## config.mk

```make
export PLATFORM = sky130hd
export DESIGN_NAME = pair_reduce
export DESIGN_NICKNAME = d
export VERILOG_FILES = /design/src/rtl/pair_reduce.sv
export SDC_FILE = /design/constraint.sdc
export NUM_CORES = 2
export LEC_CHECK = 0
export BUFFER_PORTS_ARGS = -buffer_cell sky130_fd_sc_hd__buf_2
export CORE_ASPECT_RATIO = 1.2
export CORE_UTILIZATION = 35
export CTS_CLUSTER_SIZE = 12
export DETAILED_ROUTE_END_ITERATION = 6
export PLACE_DENSITY = 0.64
export SLEW_MARGIN = 20
export SYNTH_ARGS = -nofsm -noshare
export SYNTH_HDL_FRONTEND = slang
export SYNTH_SLANG_ARGS = --single-unit
```

## constraint.sdc

```tcl
create_clock -name clk -period 0.8 [get_ports clk]
set_input_delay 0.2 -clock clk [delete_from_list [all_inputs] [get_ports clk]]
set_output_delay 0.2 -clock clk [all_outputs]
set_load 0.02 [all_outputs]
```

## src/rtl/pair_reduce.sv

```systemverilog
module pair_reduce #(
  parameter int VW      = 128,
  parameter bit REG_OUT = 1'b1
) (
  input  logic          clk,
  input  logic          rst_n,
  input  logic          issue,
  input  logic [31:0]   insn,
  input  logic [VW-1:0] src_a,
  input  logic [VW-1:0] src_b,
  output logic [VW-1:0] res,
  output logic          wr_en,
  output logic          undef,
  output logic [4:0]    dst
);
  localparam int HW = VW / 2;
  localparam logic [4:0] OP_MAX = 5'h14;
  localparam logic [4:0] OP_MIN = 5'h15;
  localparam logic [4:0] OP_ADD = 5'h17;

  logic       wide, uns;
  logic [1:0] sz;
  logic [4:0] opc;
  assign wide = insn[30];
  assign uns  = insn[29];
  assign sz   = insn[23:22];
  assign opc  = insn[15:11];

  logic unused_bits;
  assign unused_bits = ^{insn[31], insn[28:24], insn[21:16], insn[10:5]};

  logic illegal, c_wen, c_undef;
  always_comb begin
    illegal = 1'b0;
    if (sz == 2'd3 && !wide) illegal = 1'b1;
    case (opc)
      OP_MAX, OP_MIN: if (sz == 2'd3) illegal = 1'b1;
      OP_ADD:         if (uns)        illegal = 1'b1;
      default:        illegal = 1'b1;
    endcase
  end
  assign c_wen   = issue & ~illegal;
  assign c_undef = issue & illegal;

  logic [2*VW-1:0] cat;
  assign cat = wide ? {src_b, src_a} : {{VW{1'b0}}, src_b[HW-1:0], src_a[HW-1:0]};

  logic [3:0][VW-1:0] lane_res;
  for (genvar s = 0; s < 4; s++) begin : g_sz
    localparam int E = 8 << s;
    localparam int N = VW / E;
    for (genvar k = 0; k < N; k++) begin : g_el
      logic [E-1:0] x, y, sum;
      logic         lt;
      assign x   = cat[2*k*E +: E];
      assign y   = cat[(2*k+1)*E +: E];
      assign sum = x + y;
      assign lt  = uns ? (x < y) : ($signed(x) < $signed(y));
      assign lane_res[s][k*E +: E] = (opc == OP_ADD) ? sum :
                                     (opc == OP_MAX) ? (lt ? y : x) : (lt ? x : y);
    end
  end

  logic [VW-1:0] c_res;
  assign c_res = c_wen ? lane_res[sz] : '0;

  if (REG_OUT) begin : g_reg
    always_ff @(posedge clk or negedge rst_n) begin
      if (!rst_n) begin
        res   <= '0;
        wr_en <= 1'b0;
        undef <= 1'b0;
        dst   <= '0;
      end else begin
        res   <= c_res;
        wr_en <= c_wen;
        undef <= c_undef;
        dst   <= insn[4:0];
      end
    end


    reg_lat_chk: assert property (@(posedge clk) disable iff (!rst_n)
      $past(rst_n) |-> (wr_en == $past(c_wen) && undef == $past(c_undef)));
  end else begin : g_comb
    assign res   = c_res;
    assign wr_en = c_wen;
    assign undef = c_undef;
    assign dst   = insn[4:0];
  end


  wen_undef_excl_chk: assert property (@(posedge clk) disable iff (!rst_n)
    !(wr_en && undef));


  narrow_hi_zero_chk: assert property (@(posedge clk) disable iff (!rst_n)
    (c_wen && !wide) |-> (c_res[VW-1:HW] == '0));


  narrow_d64_undef_chk: assert property (@(posedge clk) disable iff (!rst_n)
    (issue && sz == 2'd3 && !wide) |-> c_undef);


  add_d64_pair_chk: assert property (@(posedge clk) disable iff (!rst_n)
    (c_wen && sz == 2'd3) |->
      (c_res == {src_b[HW-1:0] + src_b[VW-1:HW], src_a[HW-1:0] + src_a[VW-1:HW]}));
endmodule

```

==> impl_summary.txt <==
----------------------------------------------------
[Placement]
  Routability Congestion ... 1.18
  HPWL after detailed placement ... 339000 µm
  Count of buffers inserted at the top-level ports ... 407
  Cell count after placement ... 12200

[Floorplan]
  Placeable core area ... 0.145 mm²
  Standard-cell row count ... 153
  Initial core utilization ... 35.3%
  Die area ... 0.148 mm²
  Floorplan die height ... 421 µm
  Chip Width ... 351 µm
  I/O pin count ... 426

[Synthesis]
  Dominant cells by area after synthesis ... sky130_fd_sc_hd__ha_1 24%, sky130_fd_sc_hd__a21oi_1 7.6%, sky130_fd_sc_hd__dfrtp_1 6.6%
  Syn_area_per_cell ... 7.06 µm²
  Synthesized instance count ... 7264
  Share of synthesized registers carrying an async set or reset ... 100%
  Sequential-to-total area share from yosys stat ... 6.59%
  Number of synthesized register bits ... 135
  Net count after synthesis ... 8578
  Number of enable flip-flop cells after synthesis ... 0
  Largest area contributor in the synthesized netlist ... sky130_fd_sc_hd__ha_1
  Combined area of all synthesized cells ... 0.0513 mm²
  Prevailing post-synth register cell ... sky130_fd_sc_hd__dfrtp_1
  Top-area cell type share of the netlist area ... 24.4%
  Yosys synthesis warning count ... 0
  Library cells used by synthesis ... 100

[Global routing]
  All-Layer GR Usage ... 54.3%
  Pin count of the biggest net entering global routing ... 43
  Global-route wire length before repair ... 564000 µm
  Number of global-route vias before repair ... 74900
  Antenna violations before repair ... 44
  Total overflow reported by the global router ... 0

[CTS]
  Clk pin slew, worst setup/hold paths ... 90 ps
  TritonCTS clock tree ... yes
  Root buffer cell ... sky130_fd_sc_hd__clkbuf_16
  Number of clock sinks ... 135
  TritonCTS buffer count ... 17
  Number of H-tree branching levels ... 4
  Max Root-Sink Buffers ... 2

[Worst setup path]
  Path type of the worst setup path ... input port to flop
  Total number of cells along the worst setup path ... 19
  Crit path max fanout ... 8
  Cell Chain, Critical Path ... buf_16, buf_12, buf_12, mux2i_4, buf_6, clkinvlp_4, buf_12, buf_4, ha_1, o21bai_1, a221o_1, or4_4, o221a_4, a211oi_4, a21oi_2, or3_1, a21oi_2, nor3_2, a2111oi_2
  Critical path buffers and inverters ... 7
  Maximum single-stage delay on the critical path ... 440 ps
  CP max stage cell ... sky130_fd_sc_hd__or4_4
  Startpoint kind of the worst setup timing path ... input port
  Crit. End Element ... flop
  Family with the most delay on the worst path ... compound AO/OA/AOI/OAI gates
  Most used cell along the critical path ... sky130_fd_sc_hd__buf_12
  Critical Path AT ... 4500 ps
  Required @ worst endpoint ... 1270 ps

[Power]
  Combinational fraction of design power ... 83.4%
  Leakage power summed over all cells ... 0.0435 µW
  Cell Pwr Density ... 1110 mW/mm²
  Total power ... 99000 µW
  Switching power total ... 50000 µW
  Worst IR drop on VDD ... 2.45 mV
  Clock power frac ... 9.5%
  Internal ... 49000 µW
  Sequential share of power ... 7.1%
  Switching power share of the total ... 50.5%

[Routing]
  Per-cell routed wire length ... 33.6 µm
  Iteration count of the initial detailed-routing pass ... 7
  Via density per instance ... 6.21
  Residual antenna-violating net count after detailed routing ... 0
  Iteration-0 DRC count of the detailed router ... 9665
  Vias after detailed routing ... 77800
  Overall routed net length ... 421000 µm
  Post-route DRC ... 2

[Cells and area]
  Area occupied by multi-input gates ... 0.0508 mm²
  Post-layout instance count excluding filler cells ... 12500
  Most frequent standard cell in the layout excluding fill and tap cells ... sky130_fd_sc_hd__buf_4
  Number of filler cells placed in the layout ... 13400
  Layout Utilization ... 61.6%
  Post-layout nets ... 11900
  Share of post-route cells with drive strength above 1 ... 44.6%
  Synth-to-layout area growth ... 74.3%
  Storage element area ... 0.00338 mm²
  Leading cell types in the layout, fill and taps excluded ... 2753 x sky130_fd_sc_hd__buf_4, 854 x sky130_fd_sc_hd__ha_1, 801 x sky130_fd_sc_hd__nor2_1

[STA]
  Final-layout setup total negative slack ... -456820 ps
  Minimum clock period after layout ... 4030 ps
  Final setup violation count ... 265
  Hold_ws ... 132 ps
  Actual transition at the worst max-transition pin ... 1020 ps
  Period utilisation layout ... 504%
  Normalized max-slew margin ... 31.8%
  Worst setup margin ... -3230 ps
  Unrepaired setup endpoints after global routing ... true
  Final-report hold violation count ... 0
  Slew Limit Fails ... 0
  Highest Clock Rate ... 0.248 GHz

[Hold path]
  Worst hold-check path type ... input port to flop
  Number of cells traversed by the worst hold path ... 3

[Outcome]
  Status ... finished, violations left
  Violated checks ... design-rule violations, negative setup slack

[Run]
  Max-cap viol count ... 0

----------------------------------------------------
-- Yosys cell counts (53+ instances only) --
cell type,n
sky130_fd_sc_hd__o22ai_1,58
sky130_fd_sc_hd__o21bai_1,137
sky130_fd_sc_hd__o21ai_0,559
sky130_fd_sc_hd__a211oi_1,145
sky130_fd_sc_hd__xnor2_1,363
sky130_fd_sc_hd__nor4_1,58
sky130_fd_sc_hd__nor3_1,158
sky130_fd_sc_hd__a31oi_1,77
sky130_fd_sc_hd__a221oi_1,62
sky130_fd_sc_hd__dfrtp_1,135
sky130_fd_sc_hd__nand2_1,559
sky130_fd_sc_hd__mux2i_1,174
sky130_fd_sc_hd__o31ai_1,76
sky130_fd_sc_hd__nand3_1,80
sky130_fd_sc_hd__inv_1,605
sky130_fd_sc_hd__nor2b_1,88
sky130_fd_sc_hd__a21o_1,56
sky130_fd_sc_hd__a21oi_1,782
sky130_fd_sc_hd__nand4_1,53
sky130_fd_sc_hd__o211ai_1,87
sky130_fd_sc_hd__ha_1,1001
sky130_fd_sc_hd__clkbuf_1,262
sky130_fd_sc_hd__nand2b_1,63
sky130_fd_sc_hd__xor2_1,90
sky130_fd_sc_hd__nor2_1,858
-- cells by family after synthesis --
| logic type | count (synthesis) | share of synthesized area [%] |
|---|---|---|
| compound gates | 2381 | 29.1 |
| simple gates | 2100 | 18.4 |
| fa+ha+maj | 1026 | 25.3 |
| buf+inv | 925 | 6.86 |
| xor+xnor | 458 | 7.89 |
| mux | 239 | 5.81 |
| flops | 135 | 6.59 |
-- power by group through the flow --
stage | registers, µW | clock network [µW] | logic (µW)
after global routing | 7020 | 9570 | 85000
after CTS | 7010 | 9520 | 73100
after detailed placement | 7140 | 0 | 66400
after floorplan | 7250 | 0 | 29900
after global placement | 7140 | 0 | 66000
final | 7020 | 9450 | 82500
-- final timing paths --
kind,from,to,slack [ps]
max,insn[30],res[62],-3230
max in group asynchronous,rst_n,res[72],110
min,issue,undef,130
min in group asynchronous,rst_n,res[89],280
-- flip-flops by register name, indices dropped and copies added (netlist names) --
name and flops:
dst 5, undef 1, res 128, wr_en 1
-- layer usage --
layer	up-vias	part of all wire, %	global-route usage (%)
met5	-	0.11	0.263
met1	36600	33	57.3
met2	6043	41	80.4
li1	32700	-	-
met3	2450	12	18.1
met4	28	14	59.8
-- stage by stage --
| stage | worst slack, ps | cell area (µm²) |
|---|---|---|
| after floorplan | -3370 | 51800 |
| after global placement | -4360 | 79000 |
| after detailed placement | -4280 | 79000 |
| after CTS | -3100 | 84800 |
| after global routing | -3250 | 89400 |
| final | -3230 | 89400 |
-- final cells by class --
cell class / count / area share (%)
multi-input combinational: 6204 / 56.9
timing repair buffer: 3582 / 33.2
sequential: 135 / 3.78
tap: 1937 / 2.71
inverter: 607 / 2.71
clock buffer: 17 / 0.476
clock inverter: 15 / 0.186
antenna: 25 / 0.0700
-- timing repair --
action | CTS | global route
pin swaps | 177 | 351
hold buffers | 6 | 0
gates cloned | 14 | 8
endpoints found under the hold margin | 140 | 0
buffers inserted | 161 | 144
resized for setup | 758 | 865
endpoints found under the setup margin | 265 | 265
(Power assumes the default switching activity.)
